`config.mk`:
```
export PLATFORM = sky130hd
export DESIGN_NAME = stall_wd
export DESIGN_NICKNAME = d
export VERILOG_FILES = /design/src/rtl/stall_wd_pkg.sv /design/src/rtl/stall_wd_arming.sv /design/src/rtl/stall_wd_counter.sv /design/src/rtl/stall_wd_resolver.sv /design/src/rtl/stall_wd.sv
export SDC_FILE = /design/constraint.sdc
export NUM_CORES = 1
export LEC_CHECK = 0
export BUFFER_PORTS_ARGS = -buffer_cell sky130_fd_sc_hd__buf_2
export CORE_MARGIN = 2
export CORE_UTILIZATION = 53
export CTS_CLUSTER_DIAMETER = 40
export DETAILED_ROUTE_END_ITERATION = 7
export PLACE_DENSITY = 0.88
export SYNTH_ARGS = -nofsm -noshare
export SYNTH_HDL_FRONTEND = slang
export SYNTH_SLANG_ARGS = --single-unit
```
`constraint.sdc`:
```
create_clock -name clk -period 3.05 [get_ports clk]
set_clock_uncertainty 0.1 [all_clocks]
set_input_delay 0.4575 -clock clk [delete_from_list [all_inputs] [get_ports clk]]
set_output_delay 0.4575 -clock clk [all_outputs]
set_load 0.01 [all_outputs]
```
`src/rtl/stall_wd_pkg.sv`:
```
// Shared types for the transfer stall watchdog.
// Assumes: nothing beyond IEEE 1800-2017 packages.
package stall_wd_pkg;

    // Outcome chosen for one detected stall.
    typedef enum logic [1:0] {
        RES_NONE   = 2'd0,
        RES_NOTIFY = 2'd1,
        RES_RETRY  = 2'd2,
        RES_FAIL   = 2'd3
    } stall_res_t;

    // Width large enough to hold values 0..max_val.
    function automatic int width_for(input int max_val);
        return (max_val < 2) ? 1 : $clog2(max_val + 1);
    endfunction

endpackage

```
`src/rtl/stall_wd_arming.sv`:
```
// Run/stop control of the watchdog.
// Detects unit open edges (which start the supervisor) and the idle
// condition (all units closed, no request), which stops it on a tick.
// Assumes: unit_open and req_active are synchronous to clk.
module stall_wd_arming #(
    parameter int NUM_UNITS = 2
) (
    input  logic                 clk,
    input  logic                 rst_n,
    input  logic                 tick,
    input  logic [NUM_UNITS-1:0] unit_open,
    input  logic                 req_active,
    output logic                 running,
    output logic                 idle,
    output logic                 rx_disable,
    output logic                 stopped
);

    logic [NUM_UNITS-1:0] open_q;
    logic [NUM_UNITS-1:0] open_rise;
    logic                 any_rise;
    logic                 stop_now;

    // Per-unit edge detector on the open indication.
    for (genvar u = 0; u < NUM_UNITS; u++) begin : g_unit
        // Remember last open level of this unit.
        always_ff @(posedge clk) begin
            if (!rst_n) begin
                open_q[u] <= 1'b0;
            end else begin
                open_q[u] <= unit_open[u];
            end
        end
        assign open_rise[u] = unit_open[u] & ~open_q[u];
    end

    // Idle and stop conditions.
    always_comb begin
        any_rise = |open_rise;
        idle     = ~(|unit_open) & ~req_active;
        stop_now = tick & running & idle;
    end

    // Running flag plus stop pulses.
    always_ff @(posedge clk) begin
        if (!rst_n) begin
            running    <= 1'b0;
            rx_disable <= 1'b0;
            stopped    <= 1'b0;
        end else begin
            rx_disable <= stop_now;
            stopped    <= stop_now;
            if (any_rise) begin
                running <= 1'b1;
            end else if (stop_now) begin
                running <= 1'b0;
            end
        end
    end

endmodule

```
`src/rtl/stall_wd_counter.sv`:
```
// Idle-tick wait counter and stall detector.
// Zero means not waiting. An arm sets it to 1, link activity while
// waiting sets it back to 1, and each tick while running raises it.
// A tick that would carry it past STALL_LIMIT is a stall (combinational
// strobe), and the count returns to zero.
// Assumes: tick is a single-cycle strobe.
module stall_wd_counter #(
    parameter int STALL_LIMIT = 40
) (
    input  logic clk,
    input  logic rst_n,
    input  logic tick,
    input  logic running,
    input  logic idle,
    input  logic wait_arm,
    input  logic link_activity,
    output logic stall
);

    localparam int CW = stall_wd_pkg::width_for(STALL_LIMIT);
    localparam logic [CW-1:0] LIMIT_V = CW'(STALL_LIMIT);
    localparam logic [CW-1:0] ONE_V   = CW'(1);

    logic [CW-1:0] cnt;
    logic          waiting;
    logic          counting;

    // Stall detect: this tick would take the count past the limit.
    always_comb begin
        waiting  = (cnt != '0);
        counting = tick & running & ~idle & waiting;
        stall    = counting & (cnt >= LIMIT_V);
    end

    // Counter update with disarm, stall, arm and tick priorities.
    always_ff @(posedge clk) begin
        if (!rst_n) begin
            cnt <= '0;
        end else if (idle) begin
            cnt <= '0;
        end else if (stall) begin
            cnt <= '0;
        end else if (wait_arm || (link_activity && waiting)) begin
            cnt <= ONE_V;
        end else if (counting) begin
            cnt <= cnt + ONE_V;
        end
    end

endmodule

```
`src/rtl/stall_wd_resolver.sv`:
```
// Stall resolution: keeps a per-request error count and picks notify,
// restart or fail, and drives the registered recovery pulses.
// Assumes: req_start marks the beginning of each new request.
module stall_wd_resolver #(
    parameter int MAX_RETRY = 1
) (
    input  logic clk,
    input  logic rst_n,
    input  logic stall,
    input  logic req_active,
    input  logic req_start,
    output logic link_reenable,
    output logic force_idle,
    output logic notify,
    output logic restart,
    output logic req_fail
);
    import stall_wd_pkg::*;

    localparam int EW = width_for(MAX_RETRY + 1);
    localparam logic [EW-1:0] SAT_V   = EW'(MAX_RETRY + 1);
    localparam logic [EW-1:0] RETRY_V = EW'(MAX_RETRY);

    logic [EW-1:0] err_cnt;
    logic [EW-1:0] err_next;
    stall_res_t    res;

    // Choose the outcome of a stall from the bumped error count.
    always_comb begin
        err_next = (err_cnt == SAT_V) ? err_cnt : err_cnt + EW'(1);
        res      = RES_NONE;
        if (stall) begin
            if (!req_active) begin
                res = RES_NOTIFY;
            end else if (err_next <= RETRY_V) begin
                res = RES_RETRY;
            end else begin
                res = RES_FAIL;
            end
        end
    end

    // Per-request error count.
    always_ff @(posedge clk) begin
        if (!rst_n) begin
            err_cnt <= '0;
        end else if (req_start) begin
            err_cnt <= '0;
        end else if (stall && req_active) begin
            err_cnt <= err_next;
        end
    end

    // Registered one-cycle recovery pulses.
    always_ff @(posedge clk) begin
        if (!rst_n) begin
            link_reenable <= 1'b0;
            force_idle    <= 1'b0;
            notify        <= 1'b0;
            restart       <= 1'b0;
            req_fail      <= 1'b0;
        end else begin
            link_reenable <= stall;
            force_idle    <= stall;
            notify        <= (res == RES_NOTIFY);
            restart       <= (res == RES_RETRY);
            req_fail      <= (res == RES_FAIL);
        end
    end

endmodule

```
`src/rtl/stall_wd.sv`:
```
// Transfer stall watchdog top.
// Joins run/stop control, the idle-tick counter and the stall resolver.
// Assumes: all inputs synchronous to clk; tick, wait_arm,
// link_activity and req_start are single-cycle strobes.
module stall_wd #(
    parameter int NUM_UNITS   = 2,
    parameter int STALL_LIMIT = 40,
    parameter int MAX_RETRY   = 1
) (
    input  logic                 clk,
    input  logic                 rst_n,
    input  logic                 tick,
    input  logic                 wait_arm,
    input  logic                 link_activity,
    input  logic [NUM_UNITS-1:0] unit_open,
    input  logic                 req_active,
    input  logic                 req_start,
    output logic                 running,
    output logic                 rx_disable,
    output logic                 stopped,
    output logic                 link_reenable,
    output logic                 force_idle,
    output logic                 notify,
    output logic                 restart,
    output logic                 req_fail
);

    logic idle;
    logic stall;

    // Run/stop control.
    stall_wd_arming #(.NUM_UNITS(NUM_UNITS)) u_arm (
        .clk        (clk),
        .rst_n      (rst_n),
        .tick       (tick),
        .unit_open  (unit_open),
        .req_active (req_active),
        .running    (running),
        .idle       (idle),
        .rx_disable (rx_disable),
        .stopped    (stopped)
    );

    // Idle-tick counting and stall strobe.
    stall_wd_counter #(.STALL_LIMIT(STALL_LIMIT)) u_cnt (
        .clk           (clk),
        .rst_n         (rst_n),
        .tick          (tick),
        .running       (running),
        .idle          (idle),
        .wait_arm      (wait_arm),
        .link_activity (link_activity),
        .stall         (stall)
    );

    // Outcome selection and recovery pulses.
    stall_wd_resolver #(.MAX_RETRY(MAX_RETRY)) u_res (
        .clk           (clk),
        .rst_n         (rst_n),
        .stall         (stall),
        .req_active    (req_active),
        .req_start     (req_start),
        .link_reenable (link_reenable),
        .force_idle    (force_idle),
        .notify        (notify),
        .restart       (restart),
        .req_fail      (req_fail)
    );

endmodule

```
== Word-level counts from Yosys, hierarchy flattened ==
Cells that the tools add are included.

* Add/sub/neg operators: 2
* Multiplexer cells: 8
* Bitwise gates (word level): 14
* Reduce and logical (&&, ||, !) cells: 11
* $lt $le $gt $ge: 2
* Equal/unequal tests: 4

{| class="wikitable"
|+ Operator list
! cell !! number
|-
| AND 1 bit || 8
|-
| adder 6 x 1 -> 6 bit, second input constant || 1
|-
| == test 2 bit, second input constant || 3
|-
| >= comparator 6 bit, second input constant || 1
|-
| 2-to-1 mux 2 bit || 3
|-
| inverter 1 bit || 6
|-
| nonzero test 6 bit || 1
|-
| OR reduction 2 bit || 3
|-
| 2-to-1 mux 1 bit || 5
|-
| nonzero test 2 bit || 2
|-
| OR reduction 4 bit || 1
|-
| OR reduction 3 bit || 1
|-
| adder 2 x 1 -> 2 bit, second input constant || 1
|-
| == test 2 x 1 -> 1 bit, second input constant || 1
|-
| less-or-equal comparator 2 x 1 -> 1 bit, second input constant || 1
|-
| logical AND 1 bit || 2
|-
| logical OR 1 bit || 1
|}

* Bits of input ports: 9
* Output and inout port bits: 8
* Logic and storage cells: 52
* Bits in registers: 16

== Longest topological paths before layout ==
Gate-level depths: netlist of the first run.

* Depth in word-level cells: 9
* Gate-level depth with buffers: 5
* Depth with buffers taken out: 5

== Modules after synthesis ==
From an unflattened synthesis of the first run, not the netlist that was laid out.

* Cells, all modules: 76
* Area total of the unflattened synthesis: 735.7 um^2

{| class="wikitable"
|+ Modules (own cells, without submodules)
! module !! times used !! sequential area each (um^2) !! area each (um^2) !! cells an instance
|-
| stall_wd_counter || 1 || 120.1 || 354.1 || 40
|-
| stall_wd_resolver || 1 || 120.1 || 231.5 || 22
|-
| stall_wd_arming || 1 || 80.1 || 150.1 || 14
|}

== Worst setup path after synthesis of the first run ==
OpenSTA, ideal clock, no wires.

* Kind: input to register
* Start point: in unit_open[0]
* End point: reg u_cnt.cnt[2]
* Setup slack: 1,367 ps
* Arrival time: 1,517 ps
* Setup time: 66 ps
* Required time: 2,884 ps
* Path buffers: 0
* Stages on the path: 4
* Cell sequence: o311a_4 -> a211o_1 -> a211o_1 -> a21oi_2

* Cells in the longest elaborated chain, start to end: 8

{| class="wikitable"
|+ Ends and longest elaborated chain
! what !! RTL line !! RTL
|-
| from (decl) || stall_wd.sv:15 || <nowiki>input logic [NUM_UNITS-1:0] unit_open,</nowiki>
|-
| OR reduction 2 bit * || stall_wd_arming.sv:40 || <nowiki>idle = ~(|unit_open) & ~req_active;</nowiki>
|-
| inverter 1 bit * || stall_wd_arming.sv:40 ||
|-
| AND 1 bit * || stall_wd_arming.sv:40 ||
|-
| inverter 1 bit || stall_wd_counter.sv:31 || <nowiki>counting = tick & running & ~idle & waiting;</nowiki>
|-
| AND 1 bit (2 in a row) || stall_wd_counter.sv:31 ||
|-
| AND 1 bit || stall_wd_counter.sv:32 || <nowiki>stall = counting & (cnt >= LIMIT_V);</nowiki>
|-
| OR reduction 4 bit (no source line) || n/a ||
|-
| to (signal assigned) || stall_wd_counter.sv:46 || <nowiki>cnt <= cnt + ONE_V;</nowiki>
|-
| to (decl) || stall_wd_counter.sv:24 || <nowiki>logic [CW-1:0] cnt;</nowiki>
|}

Mark *: on every way between the ends. The rest lies on a longest branch, timed or not.
A chain may end at the register's enable or synchronous reset.

== Worst setup path after layout of the first run ==
* Start point: in unit_open[0]
* End point: reg u_cnt.cnt[4]

The elaborated chain is that of the path after synthesis.

==> impl_metrics.toml, run 1 <==
[status]
status = "complete, no violations"

[layout]
fillerInstances = 100
area.growth.synth_to_final_pct = 17.2
final_net_count = 106
layout.cells.most_common_list = "sky130_fd_sc_hd__buf_2 (16), sky130_fd_sc_hd__dfxtp_1 (16), sky130_fd_sc_hd__nor2_1 (9), sky130_fd_sc_hd__inv_1 (8), sky130_fd_sc_hd__nor3_1 (6)"
share_of_layout_cells_above_drive_strength_1_pct = 24.7
inserted_diodes = 0

[yosys]
synthesized_area_fraction_occupied_by_ao_oa_aoi_and_oai_cells_pct = 14.2
synthesis.instances = 75
ys.warnings.count = 0
synthesis.area_per_instance_sq_um = 9.29
muxShareOfSynthArea_pct = 4.31
synth_seq_area_share_pct = 46.0
fraction_of_synthesized_cell_area_in_xor_and_xnor_cells_pct = 2.51
ys_seq_elements = 16
post_synth_and_or_nand_nor_area_fraction_pct = 21.2
syn_area_sq_um = 697
netlist-cell-type-count = 28
synth_nets = 87
main_combinational_cell_family_by_area_after_synthesis = "simple AND/OR/NAND/NOR gates"
synth_adder_area_share_pct = 5.39

[worst_setup_path]
timing.critical_path.slowest_cell_delay_ns = 0.40
critical_path.n_buffers_inverters = 1
timing_worst_setup_path_type = "in -> reg"
worst_path_dominant_cell_family = "compound AO/OA/AOI/OAI gates"
crit_top_cell = "sky130_fd_sc_hd__a211o_1"
startpoint_of_the_worst_register_to_register_path = "u_cnt.cnt[3]$_SDFFE_PP0P_"
timing.critical_path.from_type = "primary input"
crit_fanout = 5
r2r-end = "u_cnt.cnt[4]$_SDFFE_PP0P_"
cp_data_required_time_ns = 3.17
timing.reg2reg.setup_slack_ns = 1.47
timing.critical_path.arrival_ns = 1.75
crit_chain = "buf_2 -> o311a_4 -> a211o_1 -> a211o_1 -> nor2_1"
endpoint_kind = "register"
worst-r2r-cell-count = 4
crit_path_top_delay_cell = "sky130_fd_sc_hd__o311a_4"

[routing]
vias = 566
dr.first_iter.drc_count = 9
wl_microns = 1150
routedWlPerCell_microns = 10.7
vias_per_inst = 5.24
detailedRoute.firstPassIterationCount = 4
drc_errors = 0
ant_nets = 0

[hold_path]
min_from = "req_active"
worstHoldEndpoint = "u_res.notify$_SDFF_PN0_"
worst_hold_path_type = "in -> reg"
hold_path_depth = 2

[cts]
clockRootBuffer = "sky130_fd_sc_hd__clkbuf_4"
insertion_delay_ns = 0.29
post_cts_buffers = 0
cts_tree = "yes"
clock_slew_at_reported_path_ffs_ns = 0.08
post_cts_repair_resize_count = 0
cts_inserted_buffers = 3
clock_sinks = 16
ctsHtreeMaxLevel = 1
ctsLongestPathBuffers = 2
holdBufCountCts = 0

[power_and_ir_drop]
power.clock.fraction_pct = 35.6
switching_share_pct = 21.9
power.share.combinational_pct = 8.1
netSwitchingPower_mw = 0.0840
power.total_mw = 0.383
cellInternalPower_mw = 0.299
worst_ir_drop_vdd_mv = 0.249
p_leak_nw = 0.350
power_frac_seq_pct = 56.3
power_density_nw_per_um2 = 469

[die]
core_sq_um = 1270
die_y_microns = 40.3
boundaryPins = 17
placementRows = 13
chipWidth_microns = 40.3
initial_utilization_pct = 54.9
floorplan.die_area_sq_um = 1620

[timing]
post-route-period-util_pct = 53.3
worst_pin_slew_ns = 0.564
setup_violations = 0
slew_viol_final = 0
max_freq_mhz = 615
finalHoldViolations = 0
totalNegativeSetupSlack_ns = 0
timing.slew.headroom_pct = 61.8
rsz0062_at_grt = "no"
finalCriticalPeriod_ns = 1.63

[place]
placement.io_buffers = 16
detailed_place_hpwl_microns = 907
routability_driven_placement_congestion_ratio = 0.826

[grt]
antenna_found_initial = 0
global_route_wire_length_before_repair_microns = 1900
globalRoute.totalOverflow = 0
first_global_vias = 484
groute.usage.overall_pct = 18.2
grt_start_max_net_pins = 10

[flow_run]
cap_viol_max_count = 0
-- stage by stage --
stage                     area [sq um]  util, %  std cells  worst slack, ns  hold WS (ns)
final                              817     64.4        108             1.42         0.308
after detailed placement           781     61.5        104             1.12         0.392
after floorplan                    697        -         75             1.37         0.363
after CTS                          817     64.4        108             1.42         0.304
after global routing               817     64.4        108             1.34         0.308
after global placement             781     61.5        104             1.18         0.379
-- state kept, by name, indices dropped and copies added (netlist names) --
signal and flops:
u_arm.open_q 2, u_arm.running 1, u_arm.rx_disable 1, u_cnt.cnt 6
u_res.err_cnt 2, u_res.link_reenable 1, u_res.notify 1, u_res.req_fail 1
u_res.restart 1
-- Yosys cell counts --
| cell type | instances | area, sq um |
|---|---|---|
| sky130_fd_sc_hd__dfxtp_1 | 16 | 320 |
| sky130_fd_sc_hd__nor2_1 | 9 | 33.8 |
| sky130_fd_sc_hd__inv_1 | 8 | 30.0 |
| sky130_fd_sc_hd__nor3_1 | 6 | 30.0 |
| sky130_fd_sc_hd__nand2_1 | 5 | 18.8 |
| sky130_fd_sc_hd__ha_1 | 3 | 37.5 |
| sky130_fd_sc_hd__mux2i_1 | 3 | 30.0 |
| sky130_fd_sc_hd__a211o_1 | 2 | 17.5 |
| sky130_fd_sc_hd__buf_4 | 2 | 15.0 |
| sky130_fd_sc_hd__nand3_1 | 2 | 10.0 |
| sky130_fd_sc_hd__nor4_1 | 2 | 12.5 |
| sky130_fd_sc_hd__a21oi_1 | 1 | 5.00 |
| sky130_fd_sc_hd__a21oi_2 | 1 | 8.76 |
| sky130_fd_sc_hd__a222oi_1 | 1 | 10.0 |
| sky130_fd_sc_hd__a2bb2oi_1 | 1 | 8.76 |
| sky130_fd_sc_hd__a31oi_1 | 1 | 6.26 |
| sky130_fd_sc_hd__and2_1 | 1 | 6.26 |
| sky130_fd_sc_hd__and2_2 | 1 | 7.51 |
| sky130_fd_sc_hd__nand2b_1 | 1 | 6.26 |
| sky130_fd_sc_hd__nand3b_1 | 1 | 7.51 |
| sky130_fd_sc_hd__nand4_1 | 1 | 6.26 |
| sky130_fd_sc_hd__nor4b_1 | 1 | 8.76 |
| sky130_fd_sc_hd__o21a_1 | 1 | 7.51 |
| sky130_fd_sc_hd__o21ai_0 | 1 | 5.00 |
| sky130_fd_sc_hd__o311a_4 | 1 | 21.3 |
| sky130_fd_sc_hd__o311ai_1 | 1 | 8.76 |
| sky130_fd_sc_hd__xnor2_1 | 1 | 8.76 |
| sky130_fd_sc_hd__xor2_1 | 1 | 8.76 |
-- worst max-delay path by stage --
stage	startpoint	endpoint	cells past startpoint
floorplan	unit_open[0]	u_cnt.cnt[2]$_SDFFE_PP0P_	4
global placement	unit_open[0]	u_cnt.cnt[2]$_SDFFE_PP0P_	5
detailed placement	unit_open[0]	u_cnt.cnt[4]$_SDFFE_PP0P_	5
CTS	unit_open[0]	u_cnt.cnt[4]$_SDFFE_PP0P_	5
global route	u_cnt.cnt[3]$_SDFFE_PP0P_	u_cnt.cnt[4]$_SDFFE_PP0P_	4
finish	unit_open[0]	u_cnt.cnt[4]$_SDFFE_PP0P_	5
-- power groups by stage --
stage                     Sequential (mW)  Combinational [mW]  Clock [mW]
after floorplan                     0.221              0.0171           0
after global placement              0.221              0.0301           0
after detailed placement            0.221              0.0309           0
after CTS                           0.216              0.0310       0.139
after global routing                0.216              0.0343       0.150
final                               0.216              0.0310       0.136
-- worst reg2reg max path, stage by stage (launching register included) --
cell and delay (ns):
sky130_fd_sc_hd__dfxtp_1 0.36, sky130_fd_sc_hd__nor4_1 0.45, sky130_fd_sc_hd__nand2_1 0.10, sky130_fd_sc_hd__a211o_1 0.37
sky130_fd_sc_hd__nor2_1 0.13
-- area by class of cell --
type                            count  area [sq um]  share of cell area [%]
Inverter                            8          30.0                    3.68
Multi-Input combinational cell     49           332                    40.6
Tap cell                           15          18.8                    2.30
Clock buffer                        4          36.3                    4.44
Timing Repair Buffer               16          80.1                    9.80
Sequential cell                    16           320                    39.2
-- kinds of logic (layout without fill, tap and decap cells) --
family	Yosys count	count (layout)
xor gates and xnor gates	2	2
and+or+nand+nor	30	30
buffers and inverters	10	28
DFF	16	16
AOI/OAI and AO/OA	11	11
muxes	3	3
adders and majority gates	3	3
-- layer usage --
metal	share of wire, %	vias up	global-route usage [%]
li1	-	294	-
met1	49	250	22.9
met2	42	18	27.8
met3	6.9	4	5.00
met4	2.2	0	10.0
met5	0	-	0
No activity file was read; power rests on OpenSTA's default activity.
==> run 2: changes to the inputs <==
--- a/config.mk
+++ b/config.mk
@@ -7,10 +7,10 @@
 export LEC_CHECK = 0
 export BUFFER_PORTS_ARGS = -buffer_cell sky130_fd_sc_hd__buf_2
 export CORE_MARGIN = 2
-export CORE_UTILIZATION = 53
+export CORE_UTILIZATION = 49
 export CTS_CLUSTER_DIAMETER = 40
 export DETAILED_ROUTE_END_ITERATION = 7
-export PLACE_DENSITY = 0.88
+export PLACE_DENSITY = 0.83
 export SYNTH_ARGS = -nofsm -noshare
 export SYNTH_HDL_FRONTEND = slang
 export SYNTH_SLANG_ARGS = --single-unit
==> constraint.sdc (replaced) <==
create_clock -name clk -period 1.5 [get_ports clk]
set_clock_uncertainty 0.1 [all_clocks]
set_input_delay 0.225 -clock clk [delete_from_list [all_inputs] [get_ports clk]]
set_output_delay 0.225 -clock clk [all_outputs]
set_load 0.01 [all_outputs]
==> impl_metrics.toml, run 2 (synthesis results as in run 1) <==
[die]
boundaryPins = 17
core_sq_um = 1320
floorplan.die_area_sq_um = 1740
placementRows = 13
chipWidth_microns = 41.7
die_y_microns = 41.7
initial_utilization_pct = 52.9

[power_and_ir_drop]
switching_share_pct = 23.5
cellInternalPower_mw = 0.623
power.total_mw = 0.815
p_leak_nw = 0.412
power.share.combinational_pct = 10.8
power_density_nw_per_um2 = 875
power.clock.fraction_pct = 35.5
power_frac_seq_pct = 53.7
netSwitchingPower_mw = 0.191
worst_ir_drop_vdd_mv = 0.457

[timing]
post-route-period-util_pct = 97.7
slew_viol_final = 0
finalCriticalPeriod_ns = 1.47
finalHoldViolations = 0
timing.slew.headroom_pct = 80.9
max_freq_mhz = 682
setup_violations = 0
rsz0062_at_grt = "yes"
finalHoldWorstSlack_ns = 0.0968
layout_setup_ws_ns = 0.0348
worst_pin_slew_ns = 0.284

[routing]
wl_microns = 1500
ant_nets = 0
detailedRoute.firstPassIterationCount = 4
drc_errors = 0
vias = 656
dr.first_iter.drc_count = 25
routedWlPerCell_microns = 12.6
vias_per_inst = 5.51

[worst_setup_path]
timing.critical_path.arrival_ns = 1.59
timing_worst_setup_path_type = "reg -> reg"
crit_fanout = 5
timing.critical_path.from_type = "register"
cp_data_required_time_ns = 1.62
worst-r2r-cell-count = 4
endpoint_kind = "register"

[cts]
ctsHtreeMaxLevel = 1
cts_tree = "yes"
clock_slew_at_reported_path_ffs_ns = 0.10
insertion_delay_ns = 0.29
cts_inserted_buffers = 3
holdBufCountCts = 0
ctsLongestPathBuffers = 2
clock_sinks = 16
clockRootBuffer = "sky130_fd_sc_hd__clkbuf_4"
post_cts_buffers = 0

[grt]
groute.usage.overall_pct = 18.8
globalRoute.totalOverflow = 0
antenna_found_initial = 0
global_route_wire_length_before_repair_microns = 2520
first_global_vias = 656
grt_start_max_net_pins = 10

[layout]
inserted_diodes = 0
largest_register_ffs = 6
layout.cells.most_common_list = "sky130_fd_sc_hd__buf_2 (16), sky130_fd_sc_hd__dfxtp_1 (13), sky130_fd_sc_hd__buf_4 (11), sky130_fd_sc_hd__nor2_1 (9), sky130_fd_sc_hd__inv_1 (8)"
final_common_cell = "sky130_fd_sc_hd__buf_2"
core_util_final_pct = 70.7
layout.cells.non_filler = 119
share_of_layout_cells_above_drive_strength_1_pct = 38.5
final_net_count = 117
regMostFlops = "u_cnt.cnt"
area.growth.synth_to_final_pct = 33.6
fillerInstances = 97
largest_registers = "u_cnt.cnt: 6 flops, u_arm.open_q: 2 flops, u_res.err_cnt: 2 flops"

[place]
routability_driven_placement_congestion_ratio = 0.846
detailed_place_hpwl_microns = 1140
dp.cells = 115
place_worst_setup_slack_ns = -0.126
placement.io_buffers = 16

[flow_run]
cap_viol_max_count = 0

[hold_path]
worst_hold_path_type = "in -> reg"
hold_path_depth = 3

[status]
status = "complete, no violations"
==> run 2: changes by cell type in the layout (fill, tap and decap cells not counted), sizes merged <==
cell and delta:
buf +11
==> run 2: power by group through the flow <==
stage	Sequential, mW	Clock [mW]	Combinational, mW
after CTS	0.439	0.287	0.0864
after global placement	0.447	0	0.0813
after detailed placement	0.448	0	0.0843
after global routing	0.438	0.309	0.0966
after floorplan	0.449	0	0.0347
final	0.438	0.289	0.0882
==> run 2: layout make-up <==
class | count | area (sq um) | area share, %
Timing Repair Buffer | 27 | 163 | 17.5
Tap cell | 15 | 18.8 | 2.02
Multi-Input combinational cell | 49 | 357 | 38.3
Clock buffer | 4 | 36.3 | 3.90
Inverter | 8 | 30.0 | 3.23
Sequential cell | 16 | 327 | 35.1
==> run 2: repair_timing <==
item                                    4_1_cts  5_1_grt
pin swaps                                     1        4
gates resized for setup                       2        6
endpoints found under the setup margin        6        6
==> run 2: path summary, 6_finish.rpt <==
path | startpoint | end | slack, ns
max | u_cnt.cnt[4]$_SDFFE_PP0P_ | u_cnt.cnt[5]$_SDFFE_PP0P_ | 0.03
min reg2reg | u_arm.running$_SDFFE_PN0P_ | u_arm.rx_disable$_SDFF_PN0_ | 0.38
min | rst_n | u_arm.rx_disable$_SDFF_PN0_ | 0.1
max reg2reg | u_cnt.cnt[4]$_SDFFE_PP0P_ | u_cnt.cnt[5]$_SDFFE_PP0P_ | 0.03
==> run 2: critical path, stage by stage (launching register included) <==
cell                      delay [ns]
sky130_fd_sc_hd__dfxtp_4        0.38
sky130_fd_sc_hd__o21a_1         0.19
sky130_fd_sc_hd__a211o_1        0.28
sky130_fd_sc_hd__a211o_1        0.34
sky130_fd_sc_hd__nor2_1         0.13
==> run 2: through the flow <==
stage,area (sq um),setup TNS [ns]
2_1_floorplan,697,0
3_3_place_gp,863,-0.454
3_5_place_dp,863,-0.659
4_1_cts,910,0
5_1_grt,931,-0.131
6_report,931,0
==> run 2: metal layers <==
layer / GRT usage (%) / vias up / share of wire, %
met1: 20.1 / 315 / 45
met3: 4.35 / 0 / 5.5
met5: 0 / - / 0
li1: - / 318 / -
met4: 7.74 / 0 / 0
met2: 34.7 / 23 / 50
==> run 3: changes to the inputs <==
--- a/config.mk
+++ b/config.mk
@@ -11,6 +11,7 @@
 export CTS_CLUSTER_DIAMETER = 40
 export DETAILED_ROUTE_END_ITERATION = 7
 export PLACE_DENSITY = 0.83
+export SETUP_SLACK_MARGIN = 0.2
 export SYNTH_ARGS = -nofsm -noshare
 export SYNTH_HDL_FRONTEND = slang
 export SYNTH_SLANG_ARGS = --single-unit
==> impl_metrics.toml, run 3 (synthesis results as in run 1) <==
[routing]
detailedRoute.firstPassIterationCount = 4
dr.first_iter.drc_count = 6
ant_nets = 0
wl_microns = 1580
vias = 653
drc_errors = 0
routedWlPerCell_microns = 13.4
vias_per_inst = 5.53

[layout]
largest_register_ffs = 6
final_common_cell = "sky130_fd_sc_hd__buf_2"
core_util_final_pct = 72.8
final_net_count = 116
largest_registers = "u_cnt.cnt: 6 flops, u_arm.open_q: 2 flops, u_res.err_cnt: 2 flops"
regMostFlops = "u_cnt.cnt"
fillerInstances = 91
layout.cells.non_filler = 118
area.growth.synth_to_final_pct = 37.7
inserted_diodes = 0
share_of_layout_cells_above_drive_strength_1_pct = 43.7
layout.cells.most_common_list = "sky130_fd_sc_hd__buf_2 (16), sky130_fd_sc_hd__dfxtp_1 (10), sky130_fd_sc_hd__buf_4 (9), sky130_fd_sc_hd__inv_1 (8), sky130_fd_sc_hd__nor2_1 (8)"

[cts]
insertion_delay_ns = 0.29
cts_tree = "yes"
holdBufCountCts = 0
ctsHtreeMaxLevel = 1
cts_inserted_buffers = 3
clock_sinks = 16
clock_slew_at_reported_path_ffs_ns = 0.09
clockRootBuffer = "sky130_fd_sc_hd__clkbuf_4"
ctsLongestPathBuffers = 2

[place]
routability_driven_placement_congestion_ratio = 0.784
detailed_place_hpwl_microns = 1030
place_worst_setup_slack_ns = -0.0761
placement.io_buffers = 16
dp.cells = 112

[timing]
rsz0062_at_grt = "yes"
timing.slew.headroom_pct = 75.6
slew_viol_final = 0
totalNegativeSetupSlack_ns = 0
finalCriticalPeriod_ns = 1.46
finalHoldViolations = 0
setup_violations = 0
post-route-period-util_pct = 97.1
max_freq_mhz = 687
layout_setup_ws_ns = 0.0439
finalHoldWorstSlack_ns = 0.112
worst_pin_slew_ns = 0.366

[worst_setup_path]
timing.critical_path.from_type = "register"
timing.critical_path.arrival_ns = 1.58
endpoint_kind = "register"
timing_worst_setup_path_type = "reg -> reg"
crit_fanout = 5
timing.critical_path.slowest_cell_delay_ns = 0.37
cp_data_required_time_ns = 1.62
crit_path_top_delay_cell = "sky130_fd_sc_hd__dfxtp_4"
crit_chain = "o21a_1 -> a211o_1 -> a211o_4 -> nor2_2"
worst-r2r-cell-count = 4

[hold_path]
hold_path_depth = 3
worst_hold_path_type = "in -> reg"

[die]
floorplan.die_area_sq_um = 1740
initial_utilization_pct = 52.9
placementRows = 13
boundaryPins = 17
chipWidth_microns = 41.7
core_sq_um = 1320
die_y_microns = 41.7

[grt]
globalRoute.totalOverflow = 0
global_route_wire_length_before_repair_microns = 2310
antenna_found_initial = 0
grt_start_max_net_pins = 10
first_global_vias = 569
groute.usage.overall_pct = 17.8

[power_and_ir_drop]
p_leak_nw = 0.411
worst_ir_drop_vdd_mv = 0.596
power_density_nw_per_um2 = 836

[flow_run]
cap_viol_max_count = 0

[status]
status = "complete, no violations"
## run 3: worst max-delay path, delay by kind of cell (launching register included)
family             cells  cell delay (ns)
AOI/OAI and AO/OA      3             0.80
DFF                    1             0.37
and+or+nand+nor        1             0.11
## run 3: area by class of cell
cell class | instances | area, sq um | share of cell area (%)
Clock buffer | 4 | 36.3 | 3.78
Inverter | 8 | 30.0 | 3.13
Multi-Input combinational cell | 49 | 380 | 39.6
Sequential cell | 16 | 335 | 34.9
Tap cell | 15 | 18.8 | 1.96
Timing Repair Buffer | 26 | 159 | 16.6
## run 3: power by group
part           leakage [nW]  switching [mW]  internal [mW]  total [mW]
combinational         0.257          0.0456         0.0394      0.0850
clock                0.0210           0.133          0.148       0.281
sequential            0.133         0.00731          0.429       0.436
## run 3: per-stage QoR
stage | cell area [sq um] | power [mW]
floorplan | 714 | 0.486
global placement | 858 | 0.523
detailed placement | 858 | 0.526
CTS | 911 | 0.808
global route | 960 | 0.836
finish | 960 | 0.802
## run 3: worst paths after layout
check,start,end,slack [ns]
setup reg to reg,u_cnt.cnt[3]$_SDFFE_PP0P_,u_cnt.cnt[3]$_SDFFE_PP0P_,0.04
hold / removal,rst_n,u_arm.rx_disable$_SDFF_PN0_,0.11
setup / recovery,u_cnt.cnt[3]$_SDFFE_PP0P_,u_cnt.cnt[3]$_SDFFE_PP0P_,0.04
hold reg to reg,u_arm.running$_SDFFE_PN0P_,u_arm.rx_disable$_SDFF_PN0_,0.41
## run 3: timing repair
action | in CTS | in global routing
setup endpoints to repair | 7 | 9
resized for setup | 4 | 10
pin swaps | 4 | 3
setup buffers | 1 | 1
## run 3: layer usage
layer	global-route usage (%)	up-vias	part of all wire [%]	routed length, microns
li1	-	318	-	-
met4	14.2	0	2.8	44
met3	3.04	5	4.0	63
met5	0	-	0	0
met2	30.3	20	51	804
met1	19.2	310	42	670
